**src/rtl/xcb_pkg.sv**
```systemverilog
package xcb_pkg;
  // Short per-instruction condition codes
  typedef enum logic [1:0] {
    SC_ALWAYS = 2'b00,
    SC_IF_Z   = 2'b01,
    SC_IF_C   = 2'b10,
    SC_IF_NC  = 2'b11
  } short_cc_e;

  // Extended condition: truth table indexed by {C,Z}
  function automatic logic ext_cond_hit(input logic [3:0] code, input logic c, input logic z);
    return code[{c, z}];
  endfunction

  function automatic logic short_cond_hit(input logic [1:0] cc, input logic c, input logic z);
    logic r;
    case (short_cc_e'(cc))
      SC_ALWAYS: r = 1'b1;
      SC_IF_Z:   r = z;
      SC_IF_C:   r = c;
      default:   r = ~c;
    endcase
    return r;
  endfunction
endpackage

```
**src/rtl/xcb_cond_eval.sv**
```systemverilog
module xcb_cond_eval
  import xcb_pkg::*;
(
  input  logic [3:0] blk_code,
  input  logic [1:0] short_cc,
  input  logic       flag_c,
  input  logic       flag_z,
  output logic       blk_hit,
  output logic       short_hit
);
  always_comb begin
    blk_hit   = ext_cond_hit(blk_code, flag_c, flag_z);
    short_hit = short_cond_hit(short_cc, flag_c, flag_z);
  end
endmodule

```
**src/rtl/xcb_block_ctr.sv**
```systemverilog
module xcb_block_ctr #(
  parameter int LEN_W = 4
) (
  input  logic             clk,
  input  logic             rst_n,
  input  logic             load,
  input  logic [LEN_W-1:0] load_len,
  input  logic             load_hit,
  input  logic             step,
  input  logic             clear,
  output logic             active,
  output logic             hit_q,
  output logic [LEN_W-1:0] count
);
  localparam logic [LEN_W-1:0] ONE = LEN_W'(1);

  logic [LEN_W-1:0] cnt_q;

  always_ff @(posedge clk) begin
    if (!rst_n) begin
      cnt_q <= '0;
      hit_q <= 1'b0;
    end else if (load) begin
      cnt_q <= load_len;
      hit_q <= load_hit;
    end else if (clear) begin
      cnt_q <= '0;
    end else if (step && cnt_q != '0) begin
      cnt_q <= cnt_q - ONE;
    end
  end

  assign active = (cnt_q != '0);
  assign count  = cnt_q;

  // a step inside a block lowers the count by exactly one
  p_step_dec_r4: assert property (@(posedge clk) disable iff (!rst_n)
    (active && step && !load && !clear) |=> (count == $past(count) - ONE));

  // the stored result only changes on a load
  p_hit_hold_r9: assert property (@(posedge clk) disable iff (!rst_n)
    (!load) |=> $stable(hit_q));
endmodule

```
**src/rtl/xcb_top.sv**
```systemverilog
module xcb_top #(
  parameter int LEN_W = 4
) (
  input  logic             clk,
  input  logic             rst_n,
  input  logic             issue,
  input  logic             blk_valid,
  input  logic [3:0]       blk_code,
  input  logic [LEN_W-1:0] blk_len,
  input  logic [1:0]       short_cc,
  input  logic             flag_c,
  input  logic             flag_z,
  input  logic             branch_taken,
  output logic             exec_en,
  output logic             int_inhibit
);
  // Named internal events
  logic             blk_issue;
  logic             plain_issue;
  logic             blk_hit;
  logic             short_hit;
  logic             active;
  logic             hit_q;
  logic [LEN_W-1:0] count;
  logic             gate_ok;

  assign blk_issue   = issue && blk_valid;
  assign plain_issue = issue && !blk_valid;

  xcb_cond_eval u_eval (
    .blk_code (blk_code),
    .short_cc (short_cc),
    .flag_c   (flag_c),
    .flag_z   (flag_z),
    .blk_hit  (blk_hit),
    .short_hit(short_hit)
  );

  xcb_block_ctr #(.LEN_W(LEN_W)) u_ctr (
    .clk     (clk),
    .rst_n   (rst_n),
    .load    (blk_issue),
    .load_len(blk_len),
    .load_hit(blk_hit),
    .step    (plain_issue),
    .clear   (branch_taken),
    .active  (active),
    .hit_q   (hit_q),
    .count   (count)
  );

  assign gate_ok     = !active || hit_q;
  assign exec_en     = blk_issue || (plain_issue && short_hit && gate_ok);
  assign int_inhibit = active;

  // non-zero length raises the inhibit next cycle
  p_inhibit_rise_r5: assert property (@(posedge clk) disable iff (!rst_n)
    (blk_issue && blk_len != '0) |=> int_inhibit);

  // zero length leaves the block idle
  p_zero_len_idle_r6: assert property (@(posedge clk) disable iff (!rst_n)
    (blk_issue && blk_len == '0) |=> !int_inhibit);

  // branch cancels the block
  p_branch_cancel_r7: assert property (@(posedge clk) disable iff (!rst_n)
    (branch_taken && !blk_issue) |=> !int_inhibit);

  // nothing executes without an issue
  p_no_issue_no_exec_r10: assert property (@(posedge clk) disable iff (!rst_n)
    (!issue) |-> !exec_en);

  // a false stored result cancels plain instructions in a block
  p_false_blocks_r3: assert property (@(posedge clk) disable iff (!rst_n)
    (int_inhibit && !hit_q && plain_issue) |-> !exec_en);
endmodule

```
**config.mk**
```make
export PLATFORM = sky130hd
export DESIGN_NAME = xcb_top
export DESIGN_NICKNAME = d
export VERILOG_FILES = /design/src/rtl/xcb_pkg.sv /design/src/rtl/xcb_cond_eval.sv /design/src/rtl/xcb_block_ctr.sv /design/src/rtl/xcb_top.sv
export SDC_FILE = /design/constraint.sdc
export NUM_CORES = 1
export LEC_CHECK = 0
export BUFFER_PORTS_ARGS = -buffer_cell sky130_fd_sc_hd__buf_2
export CORE_UTILIZATION = 27
export CTS_CLUSTER_DIAMETER = 200
export CTS_CLUSTER_SIZE = 30
export DETAILED_ROUTE_END_ITERATION = 8
export PLACE_DENSITY_LB_ADDON = 0.1
export SLEW_MARGIN = 20
export SYNTH_ARGS = -nofsm -noshare
export SYNTH_HDL_FRONTEND = slang
export SYNTH_HIERARCHICAL = 1
export SYNTH_SLANG_ARGS = --single-unit
```
**constraint.sdc**
```tcl
create_clock -name clk -period 2.2 [get_ports clk]
set_input_delay 0.33 -clock clk [delete_from_list [all_inputs] [get_ports clk]]
set_output_delay 0.33 -clock clk [all_outputs]
set_load 0.05 [all_outputs]
```
Word level (Yosys, flattened, before mapping)
Cells that the tools add are included.
{"block": "totals", "reg_bits": 5, "in_bits": 17, "output_inout_bits": 2, "wordCells": 25}
{"block": "op_classes", "n_addsub": 1, "n_lt_le_gt_ge": 1, "n_eq_ne": 2, "muxes": 6, "n_bitwise": 1, "n_reduce_logical": 12}
{"cell": "two-way mux 4 bit", "n": 3}
{"cell": "logical AND 1 bit", "n": 5}
{"cell": "nonzero test 4 bit", "n": 1}
{"cell": "subtractor 4 x 1 -> 4 bit (second input constant)", "n": 1}
{"cell": "< comparator 2 x 3 -> 1 bit (second input constant)", "n": 1}
{"cell": "case mux 1 bit (3 select lines)", "n": 1}
{"cell": "nonzero test 3 bit", "n": 1}
{"cell": "binary-select mux 1 bit (select 2 bit)", "n": 1}
{"cell": "equality test 2 x 1 -> 1 bit (second input constant)", "n": 1}
{"cell": "equality test 2 bit (second input constant)", "n": 1}
{"cell": "logical NOT 1 bit", "n": 2}
{"cell": "logical NOT 2 bit", "n": 1}
{"cell": "logical OR 1 bit", "n": 2}
{"cell": "two-way mux 1 bit", "n": 1}
{"cell": "NOT 1 bit", "n": 1}

Depth between registers and ports, before layout
Gate-level depths: netlist of the first run.
{"block": "depth", "word_depth": 6, "mapped_depth": 6}

By module
The synthesis of the first run kept the hierarchy.
{"module": "xcb_block_ctr", "instances": 1, "cells_per_inst": 37, "area_per_inst_um2": 329.1}
{"module": "xcb_cond_eval", "instances": 1, "cells_per_inst": 5, "area_per_inst_um2": 47.5}
{"module": "xcb_top", "instances": 1, "cells_per_inst": 5, "area_per_inst_um2": 32.5}

Worst setup path after synthesis of the first run
OpenSTA, ideal clock, no wires.
{"block": "synth_path", "path_kind": "reg-to-output", "startpoint": "register u_ctr.cnt_q[0], in the netlist u_ctr/count[0]", "endpoint": "output port exec_en", "arrival_ps": 1820, "required_time_ps": 1870, "path_slack_ps": 50, "path_stages_with_launch": 7, "path_buffers": 1, "cell_sequence": "dfxtp_1 inv_1 ha_1 or3b_1 buf_6 nor3b_1 nor2_1"}
{"block": "synth_via", "elab_chain_cells": 5}
{"element": "start, declared", "line_no": "xcb_block_ctr.sv:17", "rtl": "logic [LEN_W-1:0] cnt_q;"}
{"element": "start signal, assigned", "line_no": "xcb_block_ctr.sv:24", "rtl": "cnt_q <= load_len;"}
{"element": "start signal, assigned", "line_no": "xcb_block_ctr.sv:29", "rtl": "cnt_q <= cnt_q - ONE;"}
{"element": "nonzero test 4 bit", "line_no": "xcb_block_ctr.sv:33", "rtl": "assign active = (cnt_q != '0);"}
{"element": "net int_inhibit", "line_no": "xcb_top.sv:15", "rtl": "output logic int_inhibit"}
{"element": "logical NOT 1 bit", "line_no": "xcb_top.sv:52", "rtl": "assign gate_ok = !active || hit_q;"}
{"element": "logical OR 1 bit", "line_no": "xcb_top.sv:52"}
{"element": "logical AND 1 bit", "line_no": "xcb_top.sv:53", "rtl": "assign exec_en = blk_issue || (plain_issue && short_hit && gate_ok);"}
{"element": "logical OR 1 bit", "line_no": "xcb_top.sv:53"}
{"element": "end, declared", "line_no": "xcb_top.sv:14", "rtl": "output logic exec_en,"}
The timed path passes the listed nets, and every way through them passes these cells.

Worst setup path after layout of the first run
{"block": "layout_path", "startpoint": "register u_ctr.cnt_q[0], in the netlist u_ctr/count[0]", "endpoint": "output port exec_en"}
{"block": "layout_via", "elab_chain_cells": 5}
{"element": "nonzero test 4 bit", "line_no": "xcb_block_ctr.sv:33"}
{"element": "logical NOT 1 bit", "line_no": "xcb_top.sv:52"}
{"element": "logical OR 1 bit", "line_no": "xcb_top.sv:52"}
{"element": "logical AND 1 bit", "line_no": "xcb_top.sv:53"}
{"element": "logical OR 1 bit", "line_no": "xcb_top.sv:53"}
Every way passes these cells.

==> out/qor.txt, run 1 <==
Status: complete, no violations
Footprint of the multi-input gates: 270 um^2
Slew @ Worst Pin: 234 ps
Register area: 100 um^2
Clock Path Buffers: 2
Number of max-cap violations: 0
Remaining DRCs: 0
Final hold vios: 0
Post-CTS Hold Buffers: 0
CTS resizes: 0
Placed standard-cell area: 498 um^2
Port Buffer Count: 18
Slew headroom: 0.843
Register bit total from synthesis: 5
PD cells: 633 nW/um^2
Post-synthesis net count: 66
H-tree depth: 1
Drt total wl: 870 um
Largest stage delay, worst path: 450 ps
Fmax: 476 MHz
Pleak: 0.248 nW
Vias in the first global route: 308
Row Count: 13
Ys Warns: 6
Post-route setup TNS: 0 ps
TritonCTS Buffers: 3
Sequential element share of the synthesized area: 0.245
Hold Path Class: in2reg
Antenna violations before repair: 0
CP max-delay cell: or3b_1
Worst setup EP type: output pin
CP Cell Sequence: inv_1 > ha_1 > or3b_1 > nor3b_1 > nor2_1 > clkbuf_4
Nets@finish: 86
# setup viols final: 0
Pre-CTS WS: 357 ps
Filler Cells Inserted: 145
Leading cell type in the layout, fill and taps excluded: buf_2
Clock-pin slew on the worst setup and hold paths: 50 ps
Drt pass-1 iters: 2
Power Total: 0.334 mW
Cell variety after synth: 29
Worst Skew: 6.51 ps
Tcrit/Tclk final: 0.955
Crit path DAT: 1770 ps
DRT antenna net count: 0
GP Congestion: 0.645
Num Clock Sinks: 5
WL per Instance: 10.7 um
Period minus WS final: 2100 ps
RSZ-0062 raised after global routing: false
Die span in x: 40.9 um
Largest net degree at the start of global routing: 9
Vert. Die Dim: 40.9 um
Syn Area/Cell: 8.71 um^2
WP data required: 1870 ps
Peak VDD IR: 301 uV
CTS Root Buffer Type: clkbuf_4
Worst path bufs/invs: 2
Setup ws final: 98.3 ps
Fin area: 528 um^2
Ant diodes: 0
Core area: 1350 um^2
GRT Residual Overflow: 0
Layout cells sized above 1: 0.394
Initial Utilization: 0.303
Via-to-Cell Ratio: 4.80
Die area: 1670 um^2
Slew Limit Fails: 0
Postcts setup bufs: 0
CTS tree: yes
Critical Setup Path Class: reg2out
GRT Resource Usage Total: 0.129
Commonest cells after routing, fill and taps aside: buf_2 (17), inv_1 (5), dfxtp_1 (5)
Crit path max-delay family: simple AND/OR/NAND/NOR gates
Mapped cell area: 409 um^2
Nature of the critical path startpoint: flop
Vias after detailed routing: 389
CP max FO: 7
Io pins: 19
Global-route wire length before repair: 1300 um
Post-Syn Instances: 47
Clock Latency Late Sink: 240 ps
Area growth, synth to finish: 29.1%
Initial DRC count: 1
## sequential cells by signal, summed over array words and instances (netlist names)
signal	cells
u_ctr/count	4
u_ctr/hit_q	1
## through the flow
stage,std cells,util,hold slack [ps]
floorplan,47,-,462
global placement,77,0.369,510
detailed placement,77,0.369,514
CTS,81,0.389,337
global route,81,0.391,333
finish,81,0.391,343
## Yosys cell counts
library cell / count / share of area
nor3b_1: 1 / 0.018
nand2_1: 2 / 0.018
a221oi_2: 1 / 0.037
mux4_2: 1 / 0.055
dfxtp_1: 5 / 0.24
inv_1: 5 / 0.046
ha_1: 2 / 0.061
o21ai_0: 1 / 0.012
or4_1: 1 / 0.018
and2_2: 1 / 0.018
o31ai_1: 1 / 0.018
a21oi_1: 2 / 0.024
buf_6: 1 / 0.028
or2_1: 1 / 0.015
a21boi_0: 1 / 0.018
or3b_1: 1 / 0.021
and2b_2: 1 / 0.021
a21o_1: 1 / 0.018
a211oi_1: 3 / 0.055
clkbuf_1: 1 / 0.0092
a2bb2oi_1: 2 / 0.043
nor3_1: 1 / 0.012
buf_2: 1 / 0.012
a22oi_1: 1 / 0.018
a32oi_1: 1 / 0.021
nor2_1: 4 / 0.037
o221a_1: 1 / 0.028
mux2i_1: 2 / 0.049
xnor2_1: 1 / 0.021
## logic make-up after synthesis
family | Yosys count | synth area share
AOI/OAI and AO/OA | 15 | 0.294
and+or+nand+nor | 13 | 0.180
buffers and inverters | 8 | 0.0948
xor gates and xnor gates | 1 | 0.0214
DFF | 5 | 0.245
muxes | 3 | 0.104
adders and majority gates | 2 | 0.0612
## path summary, 6_finish.rpt
check	from	endpoint	slack, ps	cells after the start
max	u_ctr/count[0]	exec_en	100	6
min	rst_n	u_ctr/count[3]	340	2
max reg2reg	u_ctr/count[0]	u_ctr/count[3]	550	5
min reg2reg	u_ctr/hit_q	u_ctr/hit_q	530	2
## area by class of cell
cell class / count / area share
multi-input combinational: 34 / 0.512
sequential: 5 / 0.190
timing repair buffer: 18 / 0.175
clock buffer: 3 / 0.0427
inverter: 5 / 0.0355
tap: 15 / 0.0355
clock inverter: 1 / 0.00948
## report_power, final
group,leakage [nW],switching (mW),internal (mW)
combinational,0.189,0.0655,0.0534
clock,0.0177,0.0408,0.0659
sequential,0.0414,0.00853,0.0998
total,0.248,0.115,0.219
## routing by layer
layer,global-route usage,vias to the layer above,share of wire
met3,0.0978,0,0.090
met2,0.191,16,0.44
met4,0.0500,0,0
met1,0.137,164,0.47
li1,-,209,-
met5,0,-,0
Power figures use the tool's default switching activity.
==> inputs of run 2 (changes only) <==
Settings changed: ABC_AREA set to 1.
==> out/qor.txt, run 2 <==
Seq pwr share: 0.310 (was 0.324)
Worst setup EP type: output pin (unchanged)
Most frequent cell after synthesis: nand2_1
Power Total: 0.342 mW (was 0.334 mW)
Share of power burned in the clock network: 0.315 (was 0.320)
Antenna violations before repair: 0 (unchanged)
Period minus WS final: 1740 ps (was 2100 ps)
Placed standard-cell area: 557 um^2 (was 498 um^2)
CTS Root Buffer Type: clkbuf_4 (unchanged)
Post-synthesis net count: 100 (was 66)
Ys Warns: 6 (unchanged)
Pre-CTS WS: 706 ps (was 357 ps)
RSZ-0062 raised after global routing: false (unchanged)
Initial Utilization: 0.293 (was 0.303)
Synth Area in Simple Gates: 0.493 (was 0.180)
Leading cell type in the layout, fill and taps excluded: nand2_1 (was buf_2)
Cell variety after synth: 16 (was 29)
Fmax: 574 MHz (was 476 MHz)
Footprint of the multi-input gates: 279 um^2 (was 270 um^2)
Clock Latency Late Sink: 240 ps (about the same)
Fin area: 583 um^2 (was 528 um^2)
Register bit total from synthesis: 5 (unchanged)
Hold Path Class: in2reg (unchanged)
Drt total wl: 967 um (was 870 um)
Logic gate share of total power: 0.376 (was 0.356)
Layout cells sized above 1: 0.291 (was 0.394)
Syn Area/Cell: 5.51 um^2 (was 8.71 um^2)
Crit path max-delay family: buffers and inverters (was simple AND/OR/NAND/NOR gates)
Slew Limit Fails: 0 (unchanged)
Critical Setup Path Class: reg2out (unchanged)
Synth Flop Type: dfxtp_1 (unchanged)
DRT antenna net count: 0 (unchanged)
Core area: 1520 um^2 (was 1350 um^2)
Number of max-cap violations: 0 (unchanged)
EDFF count, synth: 0 (unchanged)
H-tree depth: 1 (unchanged)
Mux cell area share after synthesis: 0 (was 0.104)
CTS tree: yes (unchanged)
Pleak: 0.347 nW (was 0.248 nW)
Largest register FFs: 4 (unchanged)
CP max-delay cell: dfxtp_1 (was or3b_1)
Io pins: 19 (unchanged)
Area growth, synth to finish: 30.5% (was 29.1%)
Commonest cells after routing, fill and taps aside: nand2_1 (24), buf_2 (18), inv_1 (13) (was buf_2 (17), inv_1 (5), dfxtp_1 (5))
Nets@finish: 123 (was 86)
Global-route wire length before repair: 1560 um (was 1300 um)
Pint: 0.215 mW (was 0.219 mW)
Largest stage delay, worst path: 310 ps (was 450 ps)
WP data required: 1870 ps (about the same)
Die area: 1820 um^2 (was 1670 um^2)
Post-Syn Instances: 81 (was 47)
Clock Path Buffers: 2 (unchanged)
Port Buffer Count: 18 (unchanged)
Vias in the first global route: 421 (was 308)
P_sw: 0.126 mW (was 0.115 mW)
Status: complete, no violations (unchanged)
Die span in x: 42.7 um (was 40.9 um)
Num Clock Sinks: 5 (unchanged)
Peak VDD IR: 214 uV (was 301 uV)
Worst Skew: 0.285 ps (was 6.51 ps)
Row Count: 14 (was 13)
Largest family of logic cells by synthesized area: simple AND/OR/NAND/NOR gates (was compound AO/OA/AOI/OAI gates)
TritonCTS Buffers: 3 (unchanged)
WL per Instance: 8.13 um (was 10.7 um)
Crit path DAT: 1410 ps (was 1770 ps)
Clock-pin slew on the worst setup and hold paths: 40 ps (was 50 ps)
Compound-gate portion of the synthesized area: 0.0756 (was 0.294)
Final hold vios: 0 (unchanged)
Detail Placement HPWL: 798 um
Post-CTS Hold Buffers: 0 (unchanged)
Drt pass-1 iters: 4 (was 2)
Ant diodes: 0 (unchanged)
GRT Residual Overflow: 0 (unchanged)
Synth Area in Adders: 0.0560 (was 0.0612)
Synth area leaders: dfxtp_1 (22%), nand2_1 (20%), inv_1 (11%), nand3_1 (10%), nor2_1 (10%) (was dfxtp_1 (24%), ha_1 (6.1%), a211oi_1 (5.5%), mux4_2 (5.5%), mux2i_1 (4.9%))
Slew headroom: 0.831 (was 0.843)
XOR/XNOR Fraction of Synth Area: 0 (was 0.0214)
Vert. Die Dim: 42.7 um (was 40.9 um)
Via-to-Cell Ratio: 4.30 (was 4.80)
Register area: 100 um^2 (unchanged)
PD cells: 586 nW/um^2 (was 633 nW/um^2)
Worst path bufs/invs: 2 (unchanged)
Mapped cell area: 447 um^2 (was 409 um^2)
Nature of the critical path startpoint: flop (unchanged)
Tcrit/Tclk final: 0.792 (was 0.955)
Initial DRC count: 6 (was 1)
Most frequent cells after synthesis: nand2_1 (24), inv_1 (13), nor2_1 (12) (was dfxtp_1 (5), inv_1 (5), nor2_1 (4))
Remaining DRCs: 0 (unchanged)
CTS resizes: 0 (unchanged)
Ys async rst share: 0 (unchanged)
GRT Resource Usage Total: 0.116 (was 0.129)
Post-route setup TNS: 0 ps (unchanged)
CP max FO: 5 (was 7)
Most used cell, CP: nand2_1
Slew @ Worst Pin: 253 ps (was 234 ps)
Sequential element share of the synthesized area: 0.224 (was 0.245)
# setup viols final: 0 (unchanged)
Setup ws final: 457 ps (was 98.3 ps)
Postcts setup bufs: 0 (unchanged)
Largest net degree at the start of global routing: 9 (unchanged)
Filler Cells Inserted: 188 (was 145)
Switching share of power: 0.370 (was 0.344)
CP Cell Sequence: inv_1 > ha_1 > nand3_2 > nand2_1 > nand2_1 > nand2_1 > buf_2 (was inv_1 > ha_1 > or3b_1 > nor3b_1 > nor2_1 > clkbuf_4)
Largest area contributor in the netlist: dfxtp_1 (unchanged)
Vias after detailed routing: 512 (was 389)
Post-synth top area share: 0.224 (was 0.245)
GP Congestion: 0.694 (was 0.645)
-- run 2: cell types whose count changed in the layout (fill, tap and decap cells not counted), sizes merged, moves of 3 or more --
cell and delta:
a211oi -3, nand3 +10, inv +12, nor2 +9
o21ai +3, nand2 +24
-- run 2: kinds of logic (layout without fill, tap and decap cells) --
| group | Yosys count | in the layout |
|---|---|---|
| AND/OR/NAND/NOR | 50 | 50 |
| AO/OA/AOI/OAI | 6 | 6 |
| adder cells (fa/ha/maj) | 2 | 2 |
| buffers and inverters | 18 | 40 |
| flip-flops | 5 | 5 |
-- run 2: cell type report --
type / count / share of cell area
Clock buffer: 4 / 0.0451
Inverter: 18 / 0.116
Multi-Input combinational cell: 58 / 0.479
Sequential cell: 5 / 0.172
Tap cell: 16 / 0.0343
Timing Repair Buffer: 18 / 0.155
-- run 2: tightest hold or removal path, cell delays in order --
cell and delay [ps]:
buf_2 130, nand2_1 60, nor2_1 40
-- run 2: metrics by stage --
stage	utilization	hold WS, ps	instances
after floorplan	-	456	81
after global placement	0.365	529	115
after global routing	0.383	377	119
after CTS	0.383	357	119
final	0.383	363	119
after detailed placement	0.365	536	115
-- run 2: final timing paths --
check	start	to	slack (ps)	cells after the start
setup / recovery	u_ctr/count[0]	exec_en	460	7
hold / removal	rst_n	u_ctr/count[3]	360	3
setup reg to reg	u_ctr/count[0]	u_ctr/count[1]	960	8
hold reg to reg	u_ctr/hit_q	u_ctr/hit_q	560	2
-- run 2: metal layers --
metal  track usage  wire (um)  up-vias
met2         0.155        386       15
li1              -          -      286
met1         0.156        517      209
met4        0.0938          4        0
met3        0.0255         59        2
met5             0          0        -
-- run 2: power by group through the flow --
stage | Clock (mW) | Sequential [mW] | Combinational, mW
after global placement | 0 | 0.107 | 0.129
after CTS | 0.114 | 0.106 | 0.129
after floorplan | 0 | 0.106 | 0.0936
after detailed placement | 0 | 0.107 | 0.129
after global routing | 0.117 | 0.106 | 0.143
final | 0.107 | 0.106 | 0.128
